===== src/rtl/frm_pkg.sv =====
package frm_pkg;

  localparam int unsigned DEF_DW    = 8;
  localparam int unsigned DEF_ROWS  = 9;
  localparam int unsigned DEF_COLS  = 270;
  localparam int unsigned DEF_HOLD  = 9;

  // Bits needed to hold values 0..n-1 (at least one bit).
  function automatic int unsigned cw(input int unsigned n);
    return (n < 2) ? 1 : $clog2(n);
  endfunction

endpackage


===== src/rtl/frm_restart_ctl.sv =====
module frm_restart_ctl #(
  parameter int unsigned HOLD_EDGES = frm_pkg::DEF_HOLD
) (
  input  logic clk,
  input  logic rst,
  input  logic halt_i,
  output logic active_nxt,
  output logic running_q
);
  localparam int unsigned      CW     = frm_pkg::cw(HOLD_EDGES);
  localparam logic [CW-1:0]    RELOAD = CW'(HOLD_EDGES - 1);

  logic [CW-1:0] wait_q;
  logic          block;

  assign block      = rst | halt_i;
  // Output for the coming cycle: keeps running, or starts once the wait is spent.
  assign active_nxt = !block && (running_q || (wait_q == '0));

  always_ff @(posedge clk) begin
    if (block) begin
      wait_q    <= RELOAD;
      running_q <= 1'b0;
    end else begin
      if (wait_q != '0) wait_q <= wait_q - 1'b1;
      running_q <= active_nxt;
    end
  end
endmodule


===== src/rtl/frm_pos_ctr.sv =====
module frm_pos_ctr #(
  parameter int unsigned ROWS = frm_pkg::DEF_ROWS,
  parameter int unsigned COLS = frm_pkg::DEF_COLS
) (
  input  logic                           clk,
  input  logic                           active_nxt,
  input  logic                           running_q,
  output logic [frm_pkg::cw(ROWS)-1:0]   row_q,
  output logic [frm_pkg::cw(COLS)-1:0]   col_q,
  output logic                           origin_nxt
);
  localparam int unsigned RW = frm_pkg::cw(ROWS);
  localparam int unsigned CW = frm_pkg::cw(COLS);
  localparam logic [RW-1:0] ROW_LAST = RW'(ROWS - 1);
  localparam logic [CW-1:0] COL_LAST = CW'(COLS - 1);

  logic [RW-1:0] row_n;
  logic [CW-1:0] col_n;

  always_comb begin
    row_n = '0;
    col_n = '0;
    if (active_nxt && running_q) begin
      if (col_q == COL_LAST) begin
        col_n = '0;
        row_n = (row_q == ROW_LAST) ? '0 : row_q + 1'b1;
      end else begin
        col_n = col_q + 1'b1;
        row_n = row_q;
      end
    end
  end

  assign origin_nxt = (row_n == '0) && (col_n == '0);

  always_ff @(posedge clk) begin
    row_q <= row_n;
    col_q <= col_n;
  end
endmodule


===== src/rtl/frm_out_stage.sv =====
module frm_out_stage #(
  parameter int unsigned DW = frm_pkg::DEF_DW
) (
  input  logic          clk,
  input  logic          rst,
  input  logic          active_nxt,
  input  logic          origin_nxt,
  input  logic [DW-1:0] byte_i,
  output logic [DW-1:0] byte_q,
  output logic          pulse_q
);
  always_ff @(posedge clk) begin
    if (rst) begin
      byte_q  <= '0;
      pulse_q <= 1'b0;
    end else begin
      byte_q  <= active_nxt ? byte_i : '0;
      pulse_q <= active_nxt && origin_nxt;
    end
  end
endmodule


===== src/rtl/sts3c_frame_timer.sv =====
module sts3c_frame_timer #(
  parameter int unsigned DW         = frm_pkg::DEF_DW,
  parameter int unsigned ROWS       = frm_pkg::DEF_ROWS,
  parameter int unsigned COLS       = frm_pkg::DEF_COLS,
  parameter int unsigned HOLD_EDGES = frm_pkg::DEF_HOLD
) (
  input  logic                         clk,
  input  logic                         rst,
  input  logic                         halt_i,
  input  logic [DW-1:0]                tx_byte_i,
  output logic [DW-1:0]                tx_byte_o,
  output logic                         tx_valid_o,
  output logic                         frame_pulse_o,
  output logic [frm_pkg::cw(ROWS)-1:0] row_o,
  output logic [frm_pkg::cw(COLS)-1:0] col_o
);
  logic active_nxt;
  logic running_q;
  logic origin_nxt;

  frm_restart_ctl #(.HOLD_EDGES(HOLD_EDGES)) u_ctl (
    .clk        (clk),
    .rst        (rst),
    .halt_i     (halt_i),
    .active_nxt (active_nxt),
    .running_q  (running_q)
  );

  frm_pos_ctr #(.ROWS(ROWS), .COLS(COLS)) u_pos (
    .clk        (clk),
    .active_nxt (active_nxt),
    .running_q  (running_q),
    .row_q      (row_o),
    .col_q      (col_o),
    .origin_nxt (origin_nxt)
  );

  frm_out_stage #(.DW(DW)) u_out (
    .clk        (clk),
    .rst        (rst),
    .active_nxt (active_nxt),
    .origin_nxt (origin_nxt),
    .byte_i     (tx_byte_i),
    .byte_q     (tx_byte_o),
    .pulse_q    (frame_pulse_o)
  );

  assign tx_valid_o = running_q;
endmodule


===== config.mk =====
export PLATFORM = sky130hd
export DESIGN_NAME = sts3c_frame_timer
export DESIGN_NICKNAME = d
export VERILOG_FILES = /design/src/rtl/frm_pkg.sv /design/src/rtl/frm_restart_ctl.sv /design/src/rtl/frm_pos_ctr.sv /design/src/rtl/frm_out_stage.sv /design/src/rtl/sts3c_frame_timer.sv
export SDC_FILE = /design/constraint.sdc
export NUM_CORES = 1
export LEC_CHECK = 0
export BUFFER_PORTS_ARGS = -buffer_cell sky130_fd_sc_hd__clkbuf_2
export CAP_MARGIN = 40
export CORE_UTILIZATION = 50
export DETAILED_ROUTE_END_ITERATION = 8
export PLACE_DENSITY = 0.77
export SETUP_SLACK_MARGIN = 0.15
export SLEW_MARGIN = 20
export SYNTH_ARGS = -nofsm -noshare
export SYNTH_HDL_FRONTEND = slang
export SYNTH_SLANG_ARGS = --single-unit

===== constraint.sdc =====
create_clock -name clk -period 1.7 [get_ports clk]
set_clock_uncertainty 0.05 [all_clocks]
set_input_delay 0.17 -clock clk [delete_from_list [all_inputs] [get_ports clk]]
set_output_delay 0.17 -clock clk [all_outputs]
set_load 0.02 [all_outputs]

==> impl_metrics.py <==
metrics = {
    "status": {
        "status": "complete, but fails checks",
        "violations": "negative hold slack",
    },
    "placed_design": {
        "place_ws_ns": 0.03901,
        "place_area_um2": 1408,
        "port_buffers": 33,
        "routabilityCongestion": 0.7836,
        "hpwl_um": 1742,
    },
    "synthesis": {
        "synth_flop_cell": "dfxtp_1",
        "synthTopCellsByArea": "dfxtp_1 45%, ha_1 5.2%, and2_1 4.7%",
        "synth-async-reset-ratio": 0,
        "syn_area_um2": 1192,
        "synth_top_area_share": 0.4533,
        "synthXorXnorAreaFrac": 0.05876,
        "avgSynthCellArea_um2": 9.033,
        "synth_top_family_by_area": "simple AND/OR/NAND/NOR gates",
        "yosysTopAreaCell": "dfxtp_1",
        "synth_edf_count": 0,
        "muxShareOfSynthArea": 0.009444,
        "yosysSeqAreaShare": 0.4533,
        "synth-simple-area-share": 0.2875,
        "yosys.area_share.adder": 0.05247,
        "postSynthCellCount": 132,
        "yosysUniqueCellTypes": 35,
        "yosysWarnings": 0,
        "ys_ff_latch": 27,
        "syn_nets": 148,
        "synth-compound-area-share": 0.1133,
    },
    "floorplanning": {
        "initial_utilization": 0.5339,
        "die-area_um2": 2584,
        "io_pins": 34,
        "die_w_um": 50.84,
        "die_h_um": 50.84,
        "num_rows": 17,
        "core_um2": 2233,
    },
    "sta": {
        "period_share": 0.9594,
        "whs_ns": -0.01146,
        "finalSetupViolations": 0,
        "maxSlewViolCount": 0,
        "clock.fmax_mhz": 613.1,
        "maxSlewHeadroom": 0.7487,
        "worst_slack_ns": 0.06899,
        "rsz0062_at_grt": "yes",
        "tightest_slew_ns": 0.3765,
        "fin_tns_setup_ns": 0,
        "hold_violations": 1,
        "period_needed_ns": 1.631,
    },
    "global_routing": {
        "grt_pass1_vias": 1030,
        "grt_pass1_wl_um": 4222,
        "grt_max_degree": 16,
        "grtUsageTotal": 0.2165,
        "gr-total-overflow": 0,
        "antenna_found_initial": 0,
    },
    "detailed_routing": {
        "drc": 0,
        "dr.pass1.iters": 4,
        "wirelength_um": 3323,
        "avgViaCountPerCell": 5.583,
        "ant_nets": 0,
        "drtIter0Drc": 32,
        "wire_per_inst_um": 15.24,
        "num_vias": 1217,
    },
    "cts": {
        "h-tree-depth": 1,
        "cts-root-buf": "clkbuf_4",
        "cts_buffer_depth": 2,
        "cts_tree": "built",
        "cts.sinks": 27,
        "clkLatencyLatePin_ns": 0.33,
        "clk_pin_slew_worst_paths_ns": 0.14,
        "cts_buffers": 3,
    },
    "final_layout": {
        "nNetsFinal": 207,
        "post-route-cell-area_um2": 1768,
        "antennaDiodeCount": 0,
        "area_growth_syn_to_layout_pct": 48.27,
        "final_common_cell": "clkbuf_2",
        "nFillCells": 149,
        "drive_above_1_share": 0.4211,
        "fin_util": 0.7916,
        "most-common-layout-cells": "33 x clkbuf_2, 18 x dfxtp_1, 15 x nor2_1",
    },
    "hold_path": {
        "min_path_type": "primary input to register",
    },
    "critical_path": {
        "cp.arrival_ns": 1.84,
        "cp-start-kind": "register",
        "setup.worst_path.class": "register to register",
        "endpoint_kind": "register",
        "required_ns": 1.91,
        "critPathMaxFanout": 7,
    },
    "run": {
        "cap_violations": 0,
    },
    "power": {
        "powerDensity_nw_per_um2": 584.0,
        "ir_drop_v": 0.0004689,
        "p_leak_nw": 0.7245,
        "p_total_mw": 1.032,
    },
}
## routing by layer
layer | global-route usage | share of wire | vias up
met5 | 0 | 0 | -
met4 | 0.07870 | 0.031 | 0
met3 | 0.05952 | 0.067 | 10
met2 | 0.3800 | 0.54 | 56
met1 | 0.2500 | 0.36 | 575
li1 | - | - | 576
## power by group
part           internal (mW)  switching (mW)
clock                 0.0884           0.191
combinational         0.0568          0.0486
sequential             0.638         0.00955
total                  0.783           0.250
## cell usage after synthesis, types with 2 or more instances
library cell and n:
and2_1 9, nor3_1 9, o21ai_0 4, nand3_1 3, ha_1 5, and3_2 2
xnor2_1 3, nand2_1 10, clkbuf_1 2, a21oi_1 10, nor2_1 15, and4_2 2
dfxtp_1 27, inv_1 6, xor2_1 5
## path summary, 6_finish.rpt
kind,start,end,slack (ns),cells past startpoint
min,tx_byte_i[7],u_out.byte_q[7]$_SDFF_PP0_,-0.01,2
min reg2reg,u_ctl.wait_q[1]$_SDFFE_PP0N_,u_ctl.wait_q[1]$_SDFFE_PP0N_,0.51,2
max,u_pos.col_q[6]$_DFF_P_,u_out.pulse_q$_SDFF_PP0_,0.07,6
max reg2reg,u_pos.col_q[6]$_DFF_P_,u_out.pulse_q$_SDFF_PP0_,0.07,6
## cell type report
cell class,count,area (um^2),share of cell area
Tap cell,28,35.03,0.01982
Clock inverter,1,5.005,0.002831
Sequential cell,27,564.3,0.3192
Timing Repair Buffer,56,385.4,0.2180
Clock buffer,3,22.52,0.01274
Multi-Input combinational cell,97,733.2,0.4147
Inverter,6,22.52,0.01274
## repair_timing
item                                    4_1_cts  5_1_grt
resized for setup                            11       18
endpoints found under the setup margin        2        2
buffers inserted                              2       10
pin swaps                                     3        8
hold buffers                                  9        0
hold endpoints to repair                      9        0
## worst max-delay path: stages (launching register included)
cell	delay, ns
dfxtp_4	0.40
nor4_4	0.38
nand4_4	0.20
buf_4	0.20
nand3_4	0.10
a31oi_4	0.04
nor3_1	0.20
## per-stage QoR
stage          std cells  hold slack [ns]
6_report             218         -0.01146
5_1_grt              218        0.0009287
4_1_cts              208         0.001514
3_5_place_dp         193           0.3250
3_3_place_gp         193           0.3218
2_1_floorplan        132           0.1959
## cell families (layout without fill, tap and decap cells)
logic type	count (synthesis)	count (layout)
and+or+nand+nor	61	61
DFF	27	27
AOI/OAI and AO/OA	22	22
xor gates and xnor gates	8	8
buffers and inverters	8	66
adders and majority gates	5	5
muxes	1	1
## state kept, by name, summed over array words and instances (netlist names)
name and cells:
u_pos.col_q 9, u_out.byte_q 8, u_ctl.wait_q 4, u_pos.row_q 4, u_ctl.running_q 1, u_out.pulse_q 1
Power figures use the tool's default switching activity.
